--- src/rtl/rtc_cal_pkg.sv ---
package rtc_cal_pkg;

  localparam int NF     = 6;
  localparam int F_SEC  = 0;
  localparam int F_MIN  = 1;
  localparam int F_HR   = 2;
  localparam int F_WDAY = 3;
  localparam int F_MDAY = 4;
  localparam int F_MON  = 5;

  localparam int SEC_LAST  = 59;
  localparam int MIN_LAST  = 59;
  localparam int HR_LAST   = 23;
  localparam int WDAY_LAST = 7;
  localparam int MON_LAST  = 12;
  localparam int SUNDAY    = 1;

  localparam int SPRING_MON     = 4;
  localparam int SPRING_DAY_MAX = 7;
  localparam int FALL_MON       = 10;
  localparam int FALL_DAY_MIN   = 25;
  localparam int CHECK_HR       = 1;
  localparam int SPRING_HR      = 3;

  function automatic logic [7:0] to_bcd(input logic [6:0] v);
    return {1'b0, 3'(v / 7'd10), 4'(v % 7'd10)};
  endfunction

  function automatic logic [6:0] from_bcd(input logic [7:0] b);
    return 7'(b[7:4]) * 7'd10 + 7'(b[3:0]);
  endfunction

  function automatic logic [7:0] enc_byte(input logic [6:0] v, input logic bin);
    return bin ? {1'b0, v} : to_bcd(v);
  endfunction

  function automatic logic [6:0] dec_byte(input logic [7:0] b, input logic bin);
    return bin ? 7'(b) : from_bcd(b);
  endfunction

  function automatic logic [7:0] hour_out(input logic [6:0] hr, input logic h24,
                                          input logic bin);
    logic [6:0] h12;
    logic [7:0] b;
    if (h24) return enc_byte(hr, bin);
    if (hr == 7'd0)       h12 = 7'd12;
    else if (hr > 7'd12)  h12 = hr - 7'd12;
    else                  h12 = hr;
    b = enc_byte(h12, bin);
    return {(hr >= 7'd12), b[6:0]};
  endfunction

  function automatic logic [6:0] hour_in(input logic [7:0] b, input logic h24,
                                         input logic bin);
    logic [6:0] v;
    v = dec_byte({1'b0, b[6:0]}, bin);
    if (h24) return dec_byte(b, bin);
    if (v == 7'd12) v = 7'd0;
    return b[7] ? v + 7'd12 : v;
  endfunction

  function automatic logic [4:0] month_days(input logic [3:0] mon, input logic leap);
    case (mon)
      4'd2:                        return leap ? 5'd29 : 5'd28;
      4'd4, 4'd6, 4'd9, 4'd11:     return 5'd30;
      default:                     return 5'd31;
    endcase
  endfunction

endpackage

--- src/rtl/rtc_time_chain.sv ---
module rtc_time_chain
  import rtc_cal_pkg::*;
(
  input  logic       clk,
  input  logic       rst_n,
  input  logic       step,
  input  logic       ld,
  input  logic [5:0] ld_sec,
  input  logic [5:0] ld_min,
  input  logic [4:0] ld_hr,
  input  logic       spring_ok,
  input  logic       fall_ok,
  output logic [5:0] sec,
  output logic [5:0] min,
  output logic [4:0] hr,
  output logic       day_wrap,
  output logic       spring_jump,
  output logic       fall_jump,
  output logic       fb_done
);

  logic at_check, sec_wrap, min_wrap;

  assign at_check    = (hr == 5'(CHECK_HR)) && (min == 6'(MIN_LAST)) && (sec == 6'(SEC_LAST));
  assign spring_jump = step && at_check && spring_ok;
  assign fall_jump   = step && at_check && fall_ok && !fb_done;
  assign sec_wrap    = step && (sec >= 6'(SEC_LAST));
  assign min_wrap    = sec_wrap && (min >= 6'(MIN_LAST));
  assign day_wrap    = min_wrap && (hr >= 5'(HR_LAST));

  always_ff @(posedge clk) begin
    if (!rst_n) begin
      sec <= '0;
      min <= '0;
      hr  <= '0;
    end else if (ld) begin
      sec <= ld_sec;
      min <= ld_min;
      hr  <= ld_hr;
    end else if (spring_jump) begin
      sec <= '0;
      min <= '0;
      hr  <= 5'(SPRING_HR);
    end else if (fall_jump) begin
      sec <= '0;
      min <= '0;
      hr  <= 5'(CHECK_HR);
    end else if (step) begin
      sec <= sec_wrap ? 6'd0 : sec + 6'd1;
      if (sec_wrap) min <= min_wrap ? 6'd0 : min + 6'd1;
      if (min_wrap) hr  <= day_wrap ? 5'd0 : hr + 5'd1;
    end
  end

  always_ff @(posedge clk) begin
    if (!rst_n)         fb_done <= 1'b0;
    else if (fall_jump) fb_done <= 1'b1;
    else if (day_wrap)  fb_done <= 1'b0;
  end

endmodule

--- src/rtl/rtc_date_chain.sv ---
module rtc_date_chain
  import rtc_cal_pkg::*;
(
  input  logic       clk,
  input  logic       rst_n,
  input  logic       day_step,
  input  logic       ld,
  input  logic [2:0] ld_wday,
  input  logic [4:0] ld_mday,
  input  logic [3:0] ld_mon,
  input  logic       leap,
  output logic [2:0] wday,
  output logic [4:0] mday,
  output logic [3:0] mon
);

  logic month_end, year_end;

  assign month_end = mday >= month_days(mon, leap);
  assign year_end  = mon >= 4'(MON_LAST);

  always_ff @(posedge clk) begin
    if (!rst_n) begin
      wday <= 3'd1;
      mday <= 5'd1;
      mon  <= 4'd1;
    end else if (ld) begin
      wday <= ld_wday;
      mday <= ld_mday;
      mon  <= ld_mon;
    end else if (day_step) begin
      wday <= (wday >= 3'(WDAY_LAST)) ? 3'd1 : wday + 3'd1;
      mday <= month_end ? 5'd1 : mday + 5'd1;
      if (month_end) mon <= year_end ? 4'd1 : mon + 4'd1;
    end
  end

endmodule

--- src/rtl/rtc_port_map.sv ---
module rtc_port_map
  import rtc_cal_pkg::*;
(
  input  logic       bin_mode,
  input  logic       h24_mode,
  input  logic [6:0] cur_v   [NF],
  input  logic [7:0] ld_byte [NF],
  output logic [7:0] out_byte[NF],
  output logic [6:0] ld_v    [NF]
);

  for (genvar i = 0; i < NF; i++) begin : g_f
    if (i == F_HR) begin : g_hr
      assign out_byte[i] = hour_out(cur_v[i], h24_mode, bin_mode);
      assign ld_v[i]     = hour_in(ld_byte[i], h24_mode, bin_mode);
    end else begin : g_pl
      assign out_byte[i] = enc_byte(cur_v[i], bin_mode);
      assign ld_v[i]     = dec_byte(ld_byte[i], bin_mode);
    end
  end

endmodule

--- src/rtl/rtc_cal_core.sv ---
module rtc_cal_core
  import rtc_cal_pkg::*;
(
  input  logic       clk,
  input  logic       rst_n,
  input  logic       tick,
  input  logic       hold,
  input  logic       bin_mode,
  input  logic       h24_mode,
  input  logic       dst_en,
  input  logic       leap_year,
  input  logic       load_en,
  input  logic [7:0] wr_sec,
  input  logic [7:0] wr_min,
  input  logic [7:0] wr_hour,
  input  logic [7:0] wr_wday,
  input  logic [7:0] wr_mday,
  input  logic [7:0] wr_mon,
  output logic [7:0] tod_sec,
  output logic [7:0] tod_min,
  output logic [7:0] tod_hour,
  output logic [7:0] cal_wday,
  output logic [7:0] cal_mday,
  output logic [7:0] cal_mon
);

  logic       step, spring_ok, fall_ok, is_sunday;
  logic       day_wrap, spring_jump, fall_jump, fb_done;
  logic [5:0] sec_b, min_b;
  logic [4:0] hr_b;
  logic [2:0] wday_b;
  logic [4:0] mday_b;
  logic [3:0] mon_b;

  logic [6:0] cur_v   [NF];
  logic [7:0] ld_byte [NF];
  logic [7:0] out_byte[NF];
  logic [6:0] ld_v    [NF];

  assign step      = tick && !hold && !load_en;
  assign is_sunday = wday_b == 3'(SUNDAY);
  assign spring_ok = dst_en && is_sunday && (mon_b == 4'(SPRING_MON))
                     && (mday_b <= 5'(SPRING_DAY_MAX));
  assign fall_ok   = dst_en && is_sunday && (mon_b == 4'(FALL_MON))
                     && (mday_b >= 5'(FALL_DAY_MIN));

  assign ld_byte[F_SEC]  = wr_sec;
  assign ld_byte[F_MIN]  = wr_min;
  assign ld_byte[F_HR]   = wr_hour;
  assign ld_byte[F_WDAY] = wr_wday;
  assign ld_byte[F_MDAY] = wr_mday;
  assign ld_byte[F_MON]  = wr_mon;

  assign cur_v[F_SEC]  = {1'b0, sec_b};
  assign cur_v[F_MIN]  = {1'b0, min_b};
  assign cur_v[F_HR]   = {2'b0, hr_b};
  assign cur_v[F_WDAY] = {4'b0, wday_b};
  assign cur_v[F_MDAY] = {2'b0, mday_b};
  assign cur_v[F_MON]  = {3'b0, mon_b};

  rtc_port_map u_map (
    .bin_mode (bin_mode),
    .h24_mode (h24_mode),
    .cur_v    (cur_v),
    .ld_byte  (ld_byte),
    .out_byte (out_byte),
    .ld_v     (ld_v)
  );

  rtc_time_chain u_time (
    .clk         (clk),
    .rst_n       (rst_n),
    .step        (step),
    .ld          (load_en),
    .ld_sec      (6'(ld_v[F_SEC])),
    .ld_min      (6'(ld_v[F_MIN])),
    .ld_hr       (5'(ld_v[F_HR])),
    .spring_ok   (spring_ok),
    .fall_ok     (fall_ok),
    .sec         (sec_b),
    .min         (min_b),
    .hr          (hr_b),
    .day_wrap    (day_wrap),
    .spring_jump (spring_jump),
    .fall_jump   (fall_jump),
    .fb_done     (fb_done)
  );

  rtc_date_chain u_date (
    .clk      (clk),
    .rst_n    (rst_n),
    .day_step (day_wrap),
    .ld       (load_en),
    .ld_wday  (3'(ld_v[F_WDAY])),
    .ld_mday  (5'(ld_v[F_MDAY])),
    .ld_mon   (4'(ld_v[F_MON])),
    .leap     (leap_year),
    .wday     (wday_b),
    .mday     (mday_b),
    .mon      (mon_b)
  );

  assign tod_sec  = out_byte[F_SEC];
  assign tod_min  = out_byte[F_MIN];
  assign tod_hour = out_byte[F_HR];
  assign cal_wday = out_byte[F_WDAY];
  assign cal_mday = out_byte[F_MDAY];
  assign cal_mon  = out_byte[F_MON];

endmodule

--- config.mk ---
export PLATFORM = sky130hd
export DESIGN_NAME = rtc_cal_core
export DESIGN_NICKNAME = d
export VERILOG_FILES = /design/src/rtl/rtc_cal_pkg.sv /design/src/rtl/rtc_time_chain.sv /design/src/rtl/rtc_date_chain.sv /design/src/rtl/rtc_port_map.sv /design/src/rtl/rtc_cal_core.sv
export SDC_FILE = /design/constraint.sdc
export NUM_CORES = 1
export LEC_CHECK = 0
export ABC_AREA = 1
export CAP_MARGIN = 40
export CORE_MARGIN = 2
export CORE_UTILIZATION = 40
export CTS_BUF_LIST = sky130_fd_sc_hd__clkbuf_2 sky130_fd_sc_hd__clkbuf_4 sky130_fd_sc_hd__clkbuf_8
export CTS_CLUSTER_SIZE = 24
export DETAILED_ROUTE_END_ITERATION = 8
export PLACE_DENSITY_LB_ADDON = 0.05
export SLEW_MARGIN = 20
export SYNTH_ARGS = -nofsm -noshare
export SYNTH_HDL_FRONTEND = slang
export SYNTH_HIERARCHICAL = 1
export SYNTH_SLANG_ARGS = --single-unit
--- constraint.sdc ---
create_clock -name clk -period 3.46 [get_ports clk]
set_clock_uncertainty 0.1 [all_clocks]
set_input_delay 0.346 -clock clk [delete_from_list [all_inputs] [get_ports clk]]
set_output_delay 0.346 -clock clk [all_outputs]
set_load 0.01 [all_outputs]
### Word level (Yosys, flattened, before mapping)

Index checks and enable logic that the tools add are counted.

* bits in registers: 30
* input port bits: 57
* output and inout port bits: 48
* word-level logic and storage cells: 150

* add/sub/neg operators: 15
* multipliers: 7
* div/mod/pow operators: 14
* order comparisons: 10
* equality and inequality tests: 11
* muxes and demuxes: 56
* reduce and logical (&&, ||, !) cells: 30

Operators by type and width (count)
* 5-bit 2-to-1 mux: 16
* 6-bit 2-to-1 mux: 13
* 7-bit 2-to-1 mux: 11
* 4-bit 2-to-1 mux: 5
* 1-bit logical AND: 16
* 8-bit 2-to-1 mux: 2
* 5-bit by 4-bit divider with 7-bit output, second input constant: 2
* 6-bit by 4-bit divider with 7-bit output, second input constant: 2
* 5-bit by 4-bit remainder unit with 7-bit output, second input constant: 2
* 6-bit by 4-bit remainder unit with 7-bit output, second input constant: 2
* 6-bit by 1-bit adder with 6-bit output, second input constant: 2
* 6-bit by 4-bit adder with 6-bit output: 2
* 4-bit equality test, second input constant: 3
* 6-bit equality test, second input constant: 2
* 6-bit greater-or-equal comparator, second input constant: 2
* 3-bit 2-to-1 mux: 4
* 4-bit nonzero test: 3
* 5-bit by 1-bit adder with 5-bit output, second input constant: 2
* 5-bit by 4-bit adder with 5-bit output: 2
* 5-bit greater-or-equal comparator, second input constant: 2
* 4-bit by 3-bit multiplier with 5-bit output, second input constant: 2
* 5-bit one-hot mux with 2 select lines: 1
* 4-bit by 3-bit equality test with 1-bit output, second input constant: 2
* 4-bit by 3-bit multiplier with 4-bit output, second input constant: 2
* 32 further kinds: 41

### Logic depth before layout (Yosys ltp)

Gate-level depths: netlist of the first run.

* word-level depth: 12
* depth in mapped cells: 26
* depth with buffers taken out: 26

### Modules after synthesis

Netlist of the first run, hierarchy kept.

Modules (own cells, without submodules)
* rtc_port_map: times used 1, cells each 799, area an instance 4299.1 µm², sequential area each 0.0 µm²
* rtc_time_chain: times used 1, cells each 173, area an instance 1149.9 µm², sequential area each 360.3 µm²
* rtc_date_chain: times used 1, cells each 135, area an instance 919.6 µm², sequential area each 240.2 µm²
* rtc_cal_core: times used 1, cells each 26, area an instance 108.9 µm², sequential area each 0.0 µm²

### Worst setup path before layout of the first run

Ideal clock, no wire load.

* path kind: register -> output
* start point: reg u_time.hr[2]
* end point: out tod_hour[4]
* arrival time: 2.585 ns
* setup slack: 0.429 ns
* cell stages (with the launch flop): 23
* path buffers: 0
* cell sequence: dfxtp_1 > inv_1 > ha_1 > nand2_1 > nor2_2 > nor3_1 > nand2_1 > nor2_1 > inv_1 > nand3_1 > nand2_2 > nand2_2 > nand2_2 > nand2_2 > nand2_1 > nand2_1 > inv_1 > ha_1 > inv_1 > nand3_2 > nand3_2 > a21oi_1 > a21oi_1

* cells in the longest elaborated chain, start to end: 7
* elaborated cells on any way between the ends: 12
* those cells by class: 1 x add/sub; 2 x div; 1 x order compare; 7 x mux; 1 x reduce/logical

RTL lines
* start: declaration: RTL line rtc_time_chain.sv:15 `output logic [4:0] hr,`
* start signal: assignment: RTL line rtc_time_chain.sv:39 `hr <= ld_hr;`
* start signal: assignment: RTL line rtc_time_chain.sv:43 `hr <= 5'(SPRING_HR);`
* start signal: assignment: RTL line rtc_time_chain.sv:47 `hr <= 5'(CHECK_HR);`
* 5-bit by 4-bit subtractor with 6-bit output or 5-bit by 4-bit greater-than comparator with 1-bit output (tied branches): RTL line rtc_cal_pkg.sv:47 `else if (hr > 7'd12) h12 = hr - 7'd12;`
* 7-bit 2-to-1 mux: RTL line rtc_cal_pkg.sv:47
* 7-bit 2-to-1 mux (2 in series): RTL line rtc_cal_pkg.sv:46 `if (hr == 7'd0) h12 = 7'd12;`
* 7-bit by 4-bit divider with 7-bit output: RTL line rtc_cal_pkg.sv:26 `return {1'b0, 3'(v / 7'd10), 4'(v % 7'd10)};`
* 7-bit 2-to-1 mux: RTL line rtc_cal_pkg.sv:34 `return bin ? {1'b0, v} : to_bcd(v);`
* 8-bit 2-to-1 mux *: RTL line rtc_cal_pkg.sv:46
* end: declaration: RTL line rtc_cal_core.sv:21 `output logic [7:0] tod_hour,`

Mark *: on every way between the ends. The rest lies on a longest branch, timed or not. The select of a mux whose other input is x is not followed.

### Final worst setup path of the first run

* start point: reg u_time.hr[3]
* end point: out tod_hour[1]

* cells in the longest elaborated chain, start to end: 7
* elaborated cells on any way between the ends: 12
* those cells by class: 1 x add/sub; 2 x div; 1 x order compare; 7 x mux; 1 x reduce/logical

RTL lines (RTL line)
* 5-bit by 4-bit subtractor with 6-bit output or 5-bit by 4-bit greater-than comparator with 1-bit output (tied branches): rtc_cal_pkg.sv:47
* 7-bit 2-to-1 mux: rtc_cal_pkg.sv:47
* 7-bit 2-to-1 mux (2 in series): rtc_cal_pkg.sv:46
* 7-bit by 4-bit remainder unit with 7-bit output: rtc_cal_pkg.sv:26
* 7-bit 2-to-1 mux: rtc_cal_pkg.sv:34
* 8-bit 2-to-1 mux *: rtc_cal_pkg.sv:46

Marked as above.

==> results.md, run 1 <==
- CP Capture Type: output port
- FP Rows: 44
- GP Congestion: 0.865
- Die Ht: 125 um
- Worst skew pair latency: 0.28 ns
- Util after Layout: 0.536
- WHS: 0.373 ns
- Area of the multi-input gates: 0.00471 mm^2
- Leak: 3.89 nW
- Critical path peak fanout: 4
- RSZ-0062 raised after global routing: true
- Clock slew at reported path FFs: 0.07 ns
- Gr usage total: 0.204
- CTS tree: done
- Number of max-slew violations in the final report: 0
- Wire per inst: 11.9 um
- Clock Tree Root: clkbuf_8
- Worst EP required: 3.01 ns
- TNS Setup: 0 ns
- Starting DRT DRC Count: 316
- Fin crit share: 0.979
- Min Tclk post-route: 3.39 ns
- Mapped Area: 0.00585 mm^2
- # port buffers: 90
- Vias in the first global route: 5713
- Core box area: 0.0144 mm^2
- Synth Area per Inst: 5.66 um^2
- Die ar.: 0.0156 mm^2
- CP startpoint kind: register
- Maximum clock insertion buffer count: 2
- Fin cells: 1376
- Worst min-delay path class: reg -> reg
- Setup CP Type: reg -> out
- Vias per cell: 4.81
- HPWL after DPL: 13100 um
- Pwr/cell area: 293 mW/mm^2
- H-tree levels: 2
- TritonRoute pass-1 iters: 5
- Final ANT Viol Nets: 0
- First-pass GRT wire length: 27100 um
- Initial core utilization: 0.405
- Hold_buf cts: 0
- Gate Count Post-Synth: 1033
- DRC Markers: 0
- Max Freq: 295 MHz
- Outcome: finished clean
- Layout cells sized above 1: 0.165
- Slew @ Worst Pin: 0.714 ns
- Initial antenna violation count: 2
- Layout Nets: 1307
- Clock sinks: 30
- Fill count: 1512
- Pin count of the biggest net entering global routing: 59
- Reg area: 613 um^2
- Yosys synthesis warning count: 6
- Slew HR: 0.522
- Inst Count DP: 1355
- GRT Residual Overflow: 0
- Worst path arrival time: 2.94 ns
- Layout overhead on the synthesized area: 32.2%
- Worst IR Drop VDD: 0.214 mV
- Num ports: 105
- MaxCap Viol Count: 0
- Drt total wl: 16400 um
- Final Hold Fails: 0
- Setup-failing EPs final: 0
- Die Span X: 125 um
- Total clock buffers created by CTS: 5
- DR vias: 6614
layout make-up:
class,count,share of cell area
inverter,173,0.0847
antenna,2,0.000648
timing repair buffer,158,0.184
multi-input combinational,821,0.609
sequential,30,0.0793
clock buffer,6,0.0107
tap,184,0.0298
clock inverter,2,0.00162
power breakdown:
group	switching, mW	leakage (nW)	total [mW]	internal (mW)
sequential	0.0385	0.250	0.410	0.372
clock	0.144	0.0472	0.304	0.160
combinational	0.855	3.59	1.55	0.693
flip-flops by register name, indices dropped and copies added (netlist names):
name and flops:
u_time/hr 5, u_date/mon 4, u_time/sec 6, u_time/fb_done 1, u_date/wday 3, u_time/min 6
u_date/mday 5
routing by layer:
metal | vias to the layer above | routed length (um) | global-route usage
li1 | 3592 | - | -
met5 | - | 0 | 0
met1 | 2891 | 8440 | 0.304
met3 | 8 | 789 | 0.0339
met2 | 123 | 7000 | 0.313
met4 | 0 | 142 | 0.0353
worst max-delay path: stages (launching register included):
cell and delay, ns:
dfxtp_4 0.37, ha_4 0.17, inv_2 0.06, nand2_1 0.05, nand2_1 0.08, nand2_2 0.08, nor3_2 0.17, nand2_2 0.12
nor2_4 0.12, inv_2 0.07, nand3_2 0.08, nand2_2 0.06, nand2_2 0.07, nand2_2 0.06, nand2_2 0.07, nand2_2 0.06
nand2_2 0.08, inv_2 0.05, ha_4 0.16, inv_4 0.06, nand3_4 0.08, nand2_4 0.08, nand2_1 0.05, nand2_1 0.06
nand3_1 0.07, nand2_1 0.07, clkdlybuf4s15_2 0.21
cell usage in the layout (no fill, tap or decap), types with 3 or more instances in the layout:
master / n
a21oi_1: 59
a21oi_2: 7
a22oi_1: 5
a31oi_1: 5
buf_4: 66
clkbuf_8: 6
clkdlybuf4s50_1: 79
conb_1: 35
dfxtp_1: 26
dfxtp_4: 3
dlymetal6s2s_1: 5
fa_1: 8
ha_1: 50
inv_1: 152
inv_2: 19
nand2_1: 257
nand2_2: 32
nand2_4: 6
nand3_1: 85
nand3_2: 11
nand3_4: 3
nand3b_1: 4
nand4_1: 13
nor2_1: 65
nor2_2: 7
nor2_4: 4
nor3_1: 7
nor3b_1: 3
o211ai_1: 3
o21a_1: 3
o21ai_0: 93
o21ai_1: 9
o21ai_2: 6
or2_2: 4
xnor2_1: 4
xor2_1: 13
xor2_2: 4
through the flow:
stage	cell area (um^2)	total power, mW	setup WS [ns]
after floorplan	5970	1.33	0.429
after global placement	7280	1.82	-0.116
after detailed placement	7280	1.82	-0.122
after CTS	7430	2.15	0.00734
after global routing	7720	2.49	-0.212
final	7730	2.26	0.0725
final timing paths:
| path | start | to | slack, ns | cells past startpoint |
|---|---|---|---|---|
| max | u_time/hr[3] | tod_hour[1] | 0.07 | 26 |
| min | u_time/fb_done | u_time/fb_done | 0.37 | 2 |
| max reg2reg | u_time/sec[0] | u_date/wday[0] | 1.14 | 12 |
| min reg2reg | u_time/fb_done | u_time/fb_done | 0.37 | 2 |
repair_timing:
item,in CTS,in global routing
pin swaps,5,24
endpoints found under the setup margin,8,16
gates resized for setup,27,72
setup buffers,1,10
Note: power is estimated with default switching activity, not from simulation.
==> inputs of run 2 (changes only) <==
Settings changed: CORE_UTILIZATION 40 to 45.
==> results.md, run 2 (synthesis results as in run 1) <==
- Outcome: finished clean
- Worst min-delay path class: reg -> reg
- Total clock buffers created by CTS: 5 (unchanged)
- Die Ht: 118 um (-5.5%)
- Pwr/cell area: 298 mW/mm^2 (+1.8%)
- Core box area: 0.0127 mm^2 (-12%)
- TNS Setup: 0 ns (unchanged)
- Final ANT Viol Nets: 0 (unchanged)
- Clock sinks: 30 (unchanged)
- Wire per inst: 12.3 um (+3.6%)
- # port buffers: 90 (unchanged)
- CP max-delay cell: dfxtp_4
- Final Hold Fails: 0 (unchanged)
- N_diodes: 0 (-2)
- Leading cell type in the layout, fill and taps excluded: nand2_1
- GRT Residual Overflow: 0 (unchanged)
- Worst IR Drop VDD: 0.225 mV (+5.4%)
- FP Rows: 41 (-6.8%)
- Slew @ Worst Pin: 0.709 ns (-0.00523 ns)
- Leak: 3.90 nW (+0.12%)
- Max incr delay on CP: 0.38 ns (about the same)
- Most frequent CP cell: nand2_1
- Number of max-slew violations in the final report: 0 (unchanged)
- RSZ-0062 raised after global routing: true
- Worst skew pair latency: 0.30 ns (+0.02 ns)
- TritonRoute pass-1 iters: 5 (unchanged)
- Num ports: 105 (unchanged)
- Biggest regs: u_time/min (6), u_time/sec (6)
- Fill count: 1334 (-12%)
- Starting DRT DRC Count: 396 (+25%)
- Pwr Total: 2.30 mW (+1.6%)
- Crit path cell chain: ha_4 -> inv_2 -> nand2_1 -> nand2_1 -> nand2_2 -> nor3_2 -> nand2_2 -> o31ai_2 -> nand2_1 -> inv_1 -> nand2_2 -> nand2_2 -> nand2_4 -> nand2_4 -> inv_4 -> ha_4 -> inv_4 -> nand3_4 -> nand2_2 -> nand2_1 -> nand2_1 -> nand3_1 -> nand2_1 -> buf_2
- Clock Tree Root: clkbuf_8
- Maximum clock insertion buffer count: 2 (unchanged)
- CP Capture Type: output port
- Most frequent cells in the layout: nand2_1, inv_1, o21ai_0
- Layout Nets: 1298 (-0.69%)
- MaxCap Viol Count: 0 (unchanged)
- Setup CP Type: reg -> out
- Max Freq: 290 MHz (-1.6%)
- Initial core utilization: 0.461 (+0.0561)
- Hold_buf cts: 0 (unchanged)
- DRC Markers: 0 (unchanged)
- Slew HR: 0.526 (+0.00350)
- First-pass GRT wire length: 27200 um (+0.21%)
- Worst EP required: 3.01 ns (about the same)
- HPWL after DPL: 12900 um (-1.8%)
- Top delay family on crit path: simple AND/OR/NAND/NOR gates
- Drt total wl: 16700 um (+1.9%)
- Vias per cell: 5.00 (+4.0%)
- GP Congestion: 0.894 (+3.3%)
- Initial antenna violation count: 0 (-2)
- Layout overhead on the synthesized area: 31.9%
- Clock slew at reported path FFs: 0.07 ns (about the same)
- Setup-failing EPs final: 0 (unchanged)
- Fin crit share: 0.995 (+0.0160)
- DR vias: 6765 (+2.3%)
- Crit path buf inv count: 5 (unchanged)
- Worst path arrival time: 3.00 ns (+0.06 ns)
- Vias in the first global route: 5855 (+2.5%)
- Layout cells sized above 1: 0.166 (+0.00126)
- H-tree levels: 2 (unchanged)
- Die Span X: 118 um (-5.5%)
- Gr usage total: 0.230 (+0.0262)
- CP startpoint kind: register
- Die ar.: 0.0139 mm^2 (-11%)
- CTS tree: done
- Min Tclk post-route: 3.44 ns (+0.0553 ns)
- Pin count of the biggest net entering global routing: 58 (-1.7%)
- Critical path peak fanout: 5 (+1)
-- run 2: worst reg2reg max path, cell delays in order, from the launching register on --
cell      delay (ns)
dfxtp_1         0.44
ha_1            0.24
inv_1           0.05
nand2_1         0.09
nand2_1         0.06
nor2_1          0.18
nand4_1         0.22
inv_1           0.11
inv_1           0.08
nand2_4         0.16
inv_1           0.17
a221oi_1        0.29
nand2_1         0.08
-- run 2: report_power, final --
part           leakage [nW]  internal, mW  switching, mW  total, mW
Sequential            0.250         0.372         0.0403      0.412
Clock                0.0472         0.160          0.151      0.311
Combinational          3.60         0.693          0.883       1.58
Total                  3.90          1.23           1.07       2.30
-- run 2: final timing paths --
kind	to	cells after the start	slack, ns	start
worst max-delay path	tod_hour[1]	24	0.02	u_time/hr[2]
worst min-delay path	u_time/fb_done	2	0.37	u_time/fb_done
worst max register to register	u_date/wday[0]	12	1.08	u_time/sec[0]
worst min register to register	u_time/fb_done	2	0.37	u_time/fb_done
-- run 2: routing by layer --
| layer | vias to the layer above | wire (um) | share of wire | GRT usage |
|---|---|---|---|---|
| li1 | 3568 | - | - | - |
| met1 | 3051 | 8200 | 0.49 | 0.326 |
| met2 | 130 | 7560 | 0.45 | 0.367 |
| met3 | 16 | 686 | 0.041 | 0.0344 |
| met4 | 0 | 231 | 0.014 | 0.0542 |
| met5 | - | 0 | 0 | 0 |
-- run 2: metrics by stage --
stage | utilization | setup slack [ns] | instances | cell area [um^2] | hold slack (ns)
final | 0.609 | 0.0172 | 1353 | 7710 | 0.368
after global routing | 0.609 | -0.194 | 1353 | 7710 | 0.417
after floorplan | - | 0.429 | 1066 | 5970 | 0.331
after CTS | 0.581 | 0.00151 | 1347 | 7360 | 0.371
after global placement | 0.568 | -0.119 | 1334 | 7200 | 0.355
after detailed placement | 0.568 | -0.170 | 1334 | 7200 | 0.361
-- run 2: timing repair --
| action | in CTS | in global routing |
|---|---|---|
| hold endpoints to repair | 0 | 0 |
| endpoints found under the setup margin | 9 | 18 |
| cloned | 0 | 0 |
| gates resized for setup | 32 | 87 |
| buffers inserted | 5 | 6 |
| pin swaps | 6 | 33 |
-- run 2: area by class of cell --
| class | instances | area [um^2] | share of cell area |
|---|---|---|---|
| clock buffers | 6 | 82.6 | 0.0107 |
| repair buffers | 149 | 1360 | 0.176 |
| well taps | 172 | 215 | 0.0279 |
| multi-input cells | 821 | 4780 | 0.620 |
| clock inverters | 2 | 12.5 | 0.00162 |
| inverters | 173 | 657 | 0.0851 |
| flip-flops and latches | 30 | 611 | 0.0791 |
